[src/rtl/scanline_irq_pkg.sv]
// Package: shared register-select encoding and widths for the scanline
// interrupt counter. Assumes a 2-bit register select from the CPU decode.
package scanline_irq_pkg;
    typedef enum logic [1:0] {
        SEL_RELOAD_VAL = 2'd0,
        SEL_RELOAD_REQ = 2'd1,
        SEL_IRQ_OFF    = 2'd2,
        SEL_IRQ_ON     = 2'd3
    } reg_sel_e;
endpackage

[src/rtl/a12_edge_filter.sv]
// Module: a12_edge_filter
// Produces a one-clock pulse for each rise of address bit 12 that follows
// at least LOW_MIN consecutive low samples. Assumes the input is already
// synchronous to clk; it is registered once here to time the low run.
module a12_edge_filter #(
    parameter int LOW_MIN = 3
) (
    input  logic clk,
    input  logic rst_n,
    input  logic a12_i,
    output logic edge_o
);
    localparam int LW = $clog2(LOW_MIN + 1);
    localparam logic [LW-1:0] LOW_SAT = LW'(LOW_MIN);

    logic          a12_s;
    logic [LW-1:0] low_run;

    // Sample the address bit; reset value high so no edge forms at start-up.
    always_ff @(posedge clk) begin
        if (!rst_n) a12_s <= 1'b1;
        else        a12_s <= a12_i;
    end

    // Count consecutive low samples, saturating at LOW_MIN.
    always_ff @(posedge clk) begin
        if (!rst_n)                 low_run <= '0;
        else if (a12_s)             low_run <= '0;
        else if (low_run < LOW_SAT) low_run <= low_run + 1'b1;
    end

    // A high sample after a long enough low run is a counted edge.
    always_comb edge_o = a12_s && (low_run >= LOW_SAT);


    edge_single_chk: assert property (@(posedge clk) disable iff (!rst_n)
        edge_o |=> !edge_o);

    edge_after_low_chk: assert property (@(posedge clk) disable iff (!rst_n)
        edge_o |-> !$past(a12_s));
endmodule

[src/rtl/line_count_core.sv]
// Module: line_count_core
// Holds the reload value, the reload-pending flag and the down-counter.
// It steps the counter on each counted edge and flags a zero result.
// Assumes the write strobes are single-clock pulses.
module line_count_core #(
    parameter int CNT_W = 8
) (
    input  logic             clk,
    input  logic             rst_n,
    input  logic             edge_i,
    input  logic             wr_val_i,
    input  logic             wr_req_i,
    input  logic [CNT_W-1:0] wdata_i,
    output logic             zero_hit_o
);
    logic [CNT_W-1:0] reload_val;
    logic [CNT_W-1:0] cnt;
    logic [CNT_W-1:0] cnt_next;
    logic             reload_pend;

    // Next count for a counted edge: reload on zero or request, else step down.
    always_comb begin
        if (cnt == '0 || reload_pend) cnt_next = reload_val;
        else                          cnt_next = cnt - 1'b1;
    end

    // Store the reload value written by the CPU.
    always_ff @(posedge clk) begin
        if (!rst_n)        reload_val <= '0;
        else if (wr_val_i) reload_val <= wdata_i;
    end

    // Update the counter on counted edges only.
    always_ff @(posedge clk) begin
        if (!rst_n)      cnt <= '0;
        else if (edge_i) cnt <= cnt_next;
    end

    // Keep the reload request until an edge uses it; a new request wins.
    always_ff @(posedge clk) begin
        if (!rst_n)        reload_pend <= 1'b0;
        else if (wr_req_i) reload_pend <= 1'b1;
        else if (edge_i)   reload_pend <= 1'b0;
    end

    // Flag that this edge leaves the counter at zero.
    always_comb zero_hit_o = edge_i && (cnt_next == '0);


    cnt_hold_chk: assert property (@(posedge clk) disable iff (!rst_n)
        !edge_i |=> $stable(cnt));

    cnt_step_chk: assert property (@(posedge clk) disable iff (!rst_n)
        (edge_i && cnt != '0 && !reload_pend) |=> cnt == $past(cnt) - 1'b1);

    req_load_chk: assert property (@(posedge clk) disable iff (!rst_n)
        (edge_i && reload_pend) |=> cnt == $past(reload_val));
endmodule

[src/rtl/irq_latch.sv]
// Module: irq_latch
// Holds the interrupt mask and the pending interrupt. A zero result sets
// the pending interrupt only while unmasked. The disable write clears
// both the mask and the pending interrupt, and takes priority.
module irq_latch (
    input  logic clk,
    input  logic rst_n,
    input  logic zero_hit_i,
    input  logic wr_off_i,
    input  logic wr_on_i,
    output logic irq_n_o
);
    logic irq_en;
    logic irq_pend;

    // Mask and pending state; disable wins over every other event.
    always_ff @(posedge clk) begin
        if (!rst_n) begin
            irq_en   <= 1'b0;
            irq_pend <= 1'b0;
        end else if (wr_off_i) begin
            irq_en   <= 1'b0;
            irq_pend <= 1'b0;
        end else begin
            if (wr_on_i)               irq_en   <= 1'b1;
            if (zero_hit_i && irq_en)  irq_pend <= 1'b1;
        end
    end

    // Drive the active-low request line.
    always_comb irq_n_o = !irq_pend;


    irq_hold_chk: assert property (@(posedge clk) disable iff (!rst_n)
        (!irq_n_o && !wr_off_i) |=> !irq_n_o);

    irq_off_chk: assert property (@(posedge clk) disable iff (!rst_n)
        wr_off_i |=> irq_n_o);

    irq_cause_chk: assert property (@(posedge clk) disable iff (!rst_n)
        $fell(irq_n_o) |-> $past(zero_hit_i));
endmodule

[src/rtl/scanline_irq_counter.sv]
// Module: scanline_irq_counter (top)
// Counts rendered lines from rises of address bit 12 and raises an
// active-low interrupt when the count reaches zero. Decodes the CPU
// register writes into single-purpose strobes. Assumes cpu_we is a
// one-clock pulse per write and ppu_a12 is synchronous to clk.
module scanline_irq_counter
    import scanline_irq_pkg::*;
#(
    parameter int CNT_W   = 8,
    parameter int LOW_MIN = 3
) (
    input  logic             clk,
    input  logic             rst_n,
    input  logic             cpu_we,
    input  logic [1:0]       reg_sel,
    input  logic [CNT_W-1:0] cpu_wdata,
    input  logic             ppu_a12,
    output logic             irq_n
);
    logic edge_q;
    logic zero_hit;
    logic wr_val, wr_req, wr_off, wr_on;

    // Decode the write strobe into one strobe per register.
    always_comb begin
        wr_val = cpu_we && (reg_sel == SEL_RELOAD_VAL);
        wr_req = cpu_we && (reg_sel == SEL_RELOAD_REQ);
        wr_off = cpu_we && (reg_sel == SEL_IRQ_OFF);
        wr_on  = cpu_we && (reg_sel == SEL_IRQ_ON);
    end

    a12_edge_filter #(.LOW_MIN(LOW_MIN)) u_filter (
        .clk    (clk),
        .rst_n  (rst_n),
        .a12_i  (ppu_a12),
        .edge_o (edge_q)
    );

    line_count_core #(.CNT_W(CNT_W)) u_core (
        .clk        (clk),
        .rst_n      (rst_n),
        .edge_i     (edge_q),
        .wr_val_i   (wr_val),
        .wr_req_i   (wr_req),
        .wdata_i    (cpu_wdata),
        .zero_hit_o (zero_hit)
    );

    irq_latch u_irq (
        .clk        (clk),
        .rst_n      (rst_n),
        .zero_hit_i (zero_hit),
        .wr_off_i   (wr_off),
        .wr_on_i    (wr_on),
        .irq_n_o    (irq_n)
    );


    on_no_instant_chk: assert property (@(posedge clk) disable iff (!rst_n)
        (wr_on && irq_n && !edge_q) |=> irq_n);
endmodule

[config.mk]
export PLATFORM = sky130hd
export DESIGN_NAME = scanline_irq_counter
export DESIGN_NICKNAME = d
export VERILOG_FILES = /design/src/rtl/scanline_irq_pkg.sv /design/src/rtl/a12_edge_filter.sv /design/src/rtl/line_count_core.sv /design/src/rtl/irq_latch.sv /design/src/rtl/scanline_irq_counter.sv
export SDC_FILE = /design/constraint.sdc
export NUM_CORES = 1
export LEC_CHECK = 0
export BUFFER_PORTS_ARGS = -buffer_cell sky130_fd_sc_hd__buf_4
export CORE_ASPECT_RATIO = 0.5
export CORE_MARGIN = 1.5
export CORE_UTILIZATION = 40
export DETAILED_ROUTE_END_ITERATION = 8
export PLACE_DENSITY_LB_ADDON = 0.15
export SYNTH_ARGS = -nofsm -noshare
export SYNTH_HDL_FRONTEND = slang
export SYNTH_HIERARCHICAL = 1
export SYNTH_SLANG_ARGS = --single-unit
export TNS_END_PERCENT = 100
[constraint.sdc]
create_clock -name clk -period 2.59 [get_ports clk]
set_clock_uncertainty 0.05 [all_clocks]
set_input_delay 0.1295 -clock clk [delete_from_list [all_inputs] [get_ports clk]]
set_output_delay 0.1295 -clock clk [all_outputs]
set_load 0.05 [all_outputs]
**Word-level counts from Yosys, hierarchy flattened**

Cells that the tools add are included.
Widths: inputs -> output; s select.

- $add $sub $neg: 2
- $lt $le $gt $ge: 2
- Equal/unequal tests: 3
- Multiplexer cells: 3
- Bitwise operators: 1
- Reductions and logical operators: 15

Operators by type and width:

| kind | count |
|---|---|
| $logic_not 8->1 | 2 |
| $mux 8 | 1 |
| $sub 8x1->8 const B | 1 |
| $logic_and 1x1->1 | 7 |
| $eq 2x2->1 const B | 2 |
| $reduce_or 2->1 | 2 |
| $add 2x1->2 const B | 1 |
| $eq 2x1->1 const B | 1 |
| $ge 2x2->1 const B | 1 |
| $logic_not 2->1 | 1 |
| $lt 2x2->1 const B | 1 |
| $mux 1 | 2 |
| $reduce_bool 2->1 | 1 |
| $logic_not 1->1 | 1 |
| $logic_or 1x1->1 | 1 |
| $not 1->1 | 1 |

- Flip-flop bits (word level): 22
- Input port bits: 14
- Output and inout bits: 1

**Logic depth before layout (Yosys ltp)**

Gate-level depths: netlist of run 1.

- Depth after elaboration: 6
- Mapped depth: 9
- Depth with buffers taken out: 9

**Cells and area by module**

The synthesis of run 1 kept the hierarchy.

By module, submodules not included:

| module | times used | cells each | area each (µm²) | sequential area each (µm²) |
|---|---|---|---|---|
| line_count_core | 1 | 105 | 1004.7 | 340.3 |
| a12_edge_filter | 1 | 11 | 118.9 | 60.1 |
| irq_latch | 1 | 8 | 73.8 | 40.0 |
| scanline_irq_counter | 1 | 4 | 37.5 | 0.0 |

**Least setup slack after synthesis of run 1**

No wires, ideal clock.

- Path kind: flip-flop to flip-flop
- From: register u_core.cnt[0]
- To: register u_irq.irq_pend
- Arrival time: 1807 ps
- Setup slack: 670 ps
- Stages on the path, launching flop included: 10
- Buffers on the path: 0
- Clock period less this slack: 1920 ps
- Path through: dfxtp_1 -> inv_1 -> ha_1 -> nor4b_4 -> a21oi_2 -> mux2_4 -> nor2_1 -> and4bb_1 -> a21oi_1 -> nor2_1

- Cells in the longest elaborated chain, start to end: 6
- Elaborated cells on any way between the ends: 7

Ends and longest elaborated chain:

| what | RTL line | text |
|---|---|---|
| from (decl) | line_count_core.sv:17 | `logic [CNT_W-1:0] cnt;` |
| from (signal assigned) | line_count_core.sv:36 | `else if (edge_i) cnt <= cnt_next;` |
| parallel branches: the longest is 2 deep, another holds $sub 8x1->8 | - |  |
| $mux 8 (*) | line_count_core.sv:23 | `if (cnt == '0 \|\| reload_pend) cnt_next = reload_val;` |
| $logic_not 8->1 (*) | line_count_core.sv:47 | `always_comb zero_hit_o = edge_i && (cnt_next == '0);` |
| $logic_and 1x1->1 (*) | line_count_core.sv:47 |  |
| named net zero_hit | scanline_irq_counter.sv:21 | `logic zero_hit;` |
| $logic_and 1x1->1 (*) | irq_latch.sv:26 | `if (zero_hit_i && irq_en) irq_pend <= 1'b1;` |
| to (signal assigned) | irq_latch.sv:20 | `irq_pend <= 1'b0;` |
| to (signal assigned) | irq_latch.sv:23 | `irq_pend <= 1'b0;` |
| to (signal assigned) | irq_latch.sv:26 |  |
| to (decl) | irq_latch.sv:14 | `logic irq_pend;` |

Mark *: on every way through the listed nets, which the timed path passes.
A chain may end at the register's enable or synchronous reset.

**Worst setup path in the final report of run 1**

Ends and elaborated chain as after synthesis.

==> run metrics, run 1 <==
status=completed; Worst setup EP type=register; share of layout cells above drive strength 1=19.7%; Worst EP required=2.74 ns; Cell Count, Final, Fillers Out=179; placed cell count=174; Post-Syn Area=1230 sq um; combinational power share=8.4%; die footprint=3450 sq um; Max-Cap Viols=0; final setup vio count=0; P&R area growth vs syn=15.6%; post-route ant nets=0; Clock Power Share=37.3%; Yosys reg bits=22; H-tree depth=1; detailed-route wire length=2340 um; Max IR drop VDD=0.306 mV; area of the multi-input gates=748 sq um; Sw Pwr=0.000133 W; Pre-Repair DR Iteration Count=4; Row Count=13; layout filler cell count=264; vias per cell=5.09; Die X-Extent=81.6 um; ys flop type=dfxtp_1; first-pass GRT wire length=3990 um; CTS tree=yes; number of global-route vias before repair=873; Remaining DRCs=0; Worst slew margin=67.2%; Final min period=2.20 ns; CTS resizes=0; EDFF count, synth=0; post-DP HPWL=1710 um; DP Area=1360 sq um; Final Cycle Share=84.9%; clk slew on worst S/H paths=0.08 ns; largest area contributor in the netlist=dfxtp_1; Final Wtd Congestion=0.859; Hold Fails Final Rpt=0; PwrDens=454 nW/um^2; RSZ-0062 raised after global routing=no; GRT Overall Usage=15.1%; wire length per cell=13.1 um; setup tns final=0 ns; floorplan core area=2770 sq um; port bufs=14; Netlist cell types=43; Critical Path AT=2.35 ns; Root Driver=clkbuf_8; Clock Tree Buf Depth=2; Seq/Total Area, Yosys=35.7%; fmax=455 MHz; Post-Synthesis Cells=128; largest net degree at the start of global routing=21; CTS buffer count=3; most area-consuming cells after synthesis=dfxtp_1, mux2i_1, nor2b_1; Synth Area per Inst=9.65 sq um; Die Y=42.3 um; ANT cells=0; Iter 0 DRT Violations=38; GR Overflow Total=0; Int Pwr=0.000515 W; CTS Sinks=22; cell area after layout=1430 sq um; ys async rst share=0%; Yosys warning count=6; I/O pin count=15; WS Path Type=register to register; switch share=20.5%; vias=912; Initial Util=44.7%; Flop pwr share=54.4%; FF/Latch Area=440 sq um; post-synth top area share=35.7%; Net Count, Synth=145; clk_lat worst skew=0.26 ns; Hold Crit Class=input pin to register; initial antenna violation count=0; Leak=0.529 nW; count leader, synth=dfxtp_1; crit path max fanout=10; critical path startpoint category=register; Synth top cells by count=dfxtp_1, nor2b_1, mux2i_1; fin nets=160; measured slew at the worst slew-check pin=0.492 ns; final slew viol count=0
## per-stage QoR
stage          total power [W]  setup WS (ns)  util [%]  hold WS, ns
2_1_floorplan         0.000388          0.670         -        0.153
3_5_place_dp          0.000414          0.427      49.3        0.267
3_3_place_gp          0.000413          0.526      49.3        0.263
6_report              0.000648          0.391      51.6       0.0755
4_1_cts               0.000661          0.405      51.6       0.0689
5_1_grt               0.000682          0.235      51.6       0.0935
## kinds of logic (layout without fill, tap and decap cells)
logic type	count (synthesis)	count (layout)	synth area share, %
simple gates	52	52	28.9
flops	22	22	35.7
compound gates	21	21	12.1
mux	17	17	14.5
buf+inv	10	24	3.75
fa+ha+maj	3	3	3.04
xor+xnor	3	3	2.13
## critical path, stage by stage (launching register included)
cell and delay, ns:
dfxtp_1 0.43, inv_1 0.09, ha_1 0.20, nor4b_4 0.16, a21oi_2 0.43, mux2_4 0.35, nor2_1 0.08, and4bb_1 0.19
a21oi_1 0.07, nor2_1 0.09
## flip-flops by register name, indices dropped and copies added (netlist names)
name                flops
u_core/cnt              8
u_core/reload_pend      1
u_core/reload_val       8
u_filter/a12_s          1
u_filter/low_run        2
u_irq/irq_en            1
u_irq/irq_pend          1
## power by group through the flow
stage               Clock, W  Combinational [W]  Sequential (W)
global route        0.000269          0.0000594        0.000354
finish              0.000241          0.0000541        0.000352
CTS                 0.000254          0.0000547        0.000352
global placement           0          0.0000528        0.000360
detailed placement         0          0.0000534        0.000360
floorplan                  0          0.0000316        0.000357
## routing by layer
layer | vias up | GRT usage [%] | part of all wire, %
li1 | 481 | - | -
met1 | 418 | 20.8 | 53
met2 | 11 | 24.0 | 43
met3 | 2 | 4.57 | 4.0
met4 | 0 | 2.03 | 0.43
met5 | - | 0 | 0
## cell usage in the layout, fill, tap and decap left out, types with 3 or more instances in the layout
master    count
o211ai_1      3
o21ai_0       3
nor4_1        3
dfxtp_1      22
nor2b_1      17
o21a_1        3
mux2i_1      13
nand2b_1      5
clkbuf_8      4
inv_1         4
buf_4        15
ha_1          3
nor2_1        8
## path summary, 6_finish.rpt
path                 start                    to  slack (ns)  cells after the start
max          u_core/cnt[0]        u_irq/irq_pend        0.39                      9
max reg2reg  u_core/cnt[0]        u_irq/irq_pend        0.39                      9
min reg2reg   u_irq/irq_en          u_irq/irq_en        0.43                      2
min           cpu_wdata[5]  u_core/reload_val[5]        0.08                      3
## area by class of cell
class,count,share of cell area (%)
Timing Repair Buffer,16,8.59
Multi-Input combinational cell,96,52.4
Sequential cell,22,30.9
Tap cell,37,3.24
Clock buffer,4,3.86
Inverter,4,1.05
## what timing repair did
item | CTS | global route
setup endpoints to repair | 0 | 0
hold buffers | 1 | 0
endpoints found under the hold margin | 1 | 0
buffers inserted | 0 | 0
(Power assumes the default switching activity.)
==> inputs of run 2 (changes only) <==
Clock period 2.59 ns to 2 ns, I/O delays scaled along.
==> run 2 against run 1 <==
  * Clock-buffer cell count unchanged
  * Wire length up 11%
  * Combinational power up 36%
  * Critical path type unchanged
  * Critical endpoint unchanged
  * Highest routed layer unchanged
==> run metrics, run 2 (synthesis results as in run 1) <==
FF/Latch Area=444 sq um (+0.85%); clk slew on worst S/H paths=0.08 ns (about the same); Hold Crit Class=input pin to register; vias per cell=5.22 (+2.5%); H-tree depth=1 (unchanged); clk_lat worst skew=0.26 ns (about the same); Worst EP required=2.11 ns (-0.63 ns); worst-path cell chain=inv_2, ha_4, nor4b_4, nor4_1, nor4bb_1, buf_4, and4bb_1, a21oi_2, nor2_1; Worst setup EP type=register; Flop pwr share=54.1% (-0.3 points); Leak=0.608 nW (+15%); Final min period=1.98 ns (-0.220 ns); DP Area=1420 sq um (+3.9%); Row Count=13 (unchanged); fin nets=174 (+8.8%); initial antenna violation count=0 (unchanged); combinational power share=8.7% (+0.3 points); die footprint=3450 sq um (unchanged); fmax=505 MHz (+11%); vias=1,008 (+11%); post-route ant nets=0 (unchanged); post-DP HPWL=1730 um (+1.3%); setup slack at placement=0.0113 ns (-0.416 ns); port bufs=14 (unchanged); Sw Pwr=0.000175 W (+32%); Clock Tree Buf Depth=2 (unchanged); final setup vio count=0 (unchanged); detailed-route wire length=2600 um (+11%); Initial Util=44.7% (unchanged); Die X-Extent=81.6 um (unchanged); setup tns final=0 ns (unchanged); post-route setup slack=0.0209 ns (-0.370 ns); Final Wtd Congestion=0.827 (-3.8%); Crit path buffers/inverters=2 (+1); floorplan core area=2770 sq um (unchanged); share of layout cells above drive strength 1=33.3% (+14 points); Worst slew margin=64.5% (-2.7 points); critical path startpoint category=register; Int Pwr=0.000668 W (+30%); Critical Path AT=2.09 ns (-0.26 ns); Hold Fails Final Rpt=0 (unchanged); Pre-Repair DR Iteration Count=4 (unchanged); area of the multi-input gates=800 sq um (+6.9%); CTS Sinks=22 (unchanged); Clock Power Share=37.2% (about the same); PwrDens=531 nW/um^2 (+17%); wire length per cell=13.5 um (+3.0%); Root Driver=clkbuf_8; Tot Pwr=0.000843 W (+30%); CTS buffer count=3 (unchanged); Max-Cap Viols=0 (unchanged); status=completed; Max stage delay on crit path=0.36 ns (-0.07 ns); CTS tree=yes; Top Registers=u_core/cnt x8, u_core/reload_val x8, u_filter/low_run x2; commonest non-fill, non-tap cell in the layout=buf_4; WS Path Type=register to register; largest net degree at the start of global routing=21 (unchanged); ANT cells=0 (unchanged); measured slew at the worst slew-check pin=0.529 ns (+0.0373 ns); Iter 0 DRT Violations=24 (-37%); slowest CP cell=dfxtp_4; final slew viol count=0 (unchanged); Final Cycle Share=99.0% (+14 points); GR Overflow Total=0 (unchanged); Worst path top cell family by delay=simple AND/OR/NAND/NOR gates; Remaining DRCs=0 (unchanged); first-pass GRT wire length=4070 um (+2.1%); layout filler cell count=261 (-1.1%); cell area after layout=1590 sq um (+11%); P&R area growth vs syn=28.6%; switch share=20.8% (+0.26 points); Max IR drop VDD=0.278 mV (-9.4%); crit path max fanout=4 (-6); number of global-route vias before repair=917 (+5.0%); Die Y=42.3 um (unchanged); GRT Overall Usage=15.4% (+0.25 points); commonest cells after routing, fill and taps aside=buf_4, dfxtp_1, nor2b_1, mux2i_1, nor2_1; I/O pin count=15 (unchanged); worst hold slack=0.0415 ns (-0.0340 ns)
-- run 2: layer usage --
layer  GRT usage, %  routed length [um]  vias up
met5              0                   0        -
met3           5.22                 107        4
met2           23.8                1240       19
met4           2.03                  27        0
li1               -                   -      511
met1           21.2                1230      474
-- run 2: worst paths after layout --
check | cells after the start | end | start | slack, ns
setup / recovery | 9 | u_irq/irq_pend | u_core/cnt[1] | 0.02
hold / removal | 3 | u_core/reload_val[6] | cpu_wdata[6] | 0.04
setup reg to reg | 9 | u_irq/irq_pend | u_core/cnt[1] | 0.02
hold reg to reg | 2 | u_irq/irq_pend | u_irq/irq_pend | 0.44
-- run 2: worst min-delay path, delay by kind of cell --
kind | cells | cell delay, ns
mux | 1 | 0.05
buf+inv | 1 | 0.08
simple gates | 1 | 0.09
-- run 2: power by group through the flow --
| stage | combinational, W | sequential, W | clock [W] |
|---|---|---|---|
| after global routing | 0.0000807 | 0.000457 | 0.000348 |
| final | 0.0000734 | 0.000456 | 0.000314 |
| after CTS | 0.0000710 | 0.000456 | 0.000326 |
| after global placement | 0.0000679 | 0.000466 | 0 |
| after detailed placement | 0.0000693 | 0.000466 | 0 |
| after floorplan | 0.0000410 | 0.000462 | 0 |
-- run 2: cell type report --
class / count / share of cell area (%)
Timing Repair Buffer: 30 / 14.3
Multi-Input combinational cell: 96 / 50.4
Tap cell: 37 / 2.92
Inverter: 4 / 0.946
Sequential cell: 22 / 28.0
Clock buffer: 4 / 3.47
-- run 2: repair_timing --
action | CTS | global route
buffers inserted | 0 | 7
setup endpoints to repair | 0 | 4
endpoints found under the hold margin | 1 | 0
hold buffers | 1 | 0
resized for setup | 0 | 13
-- run 2: through the flow --
stage                     cells  util (%)
after floorplan             128         -
after global placement      181      51.2
after detailed placement    181      51.2
after CTS                   186      53.5
after global routing        193      57.4
final                       193      57.4
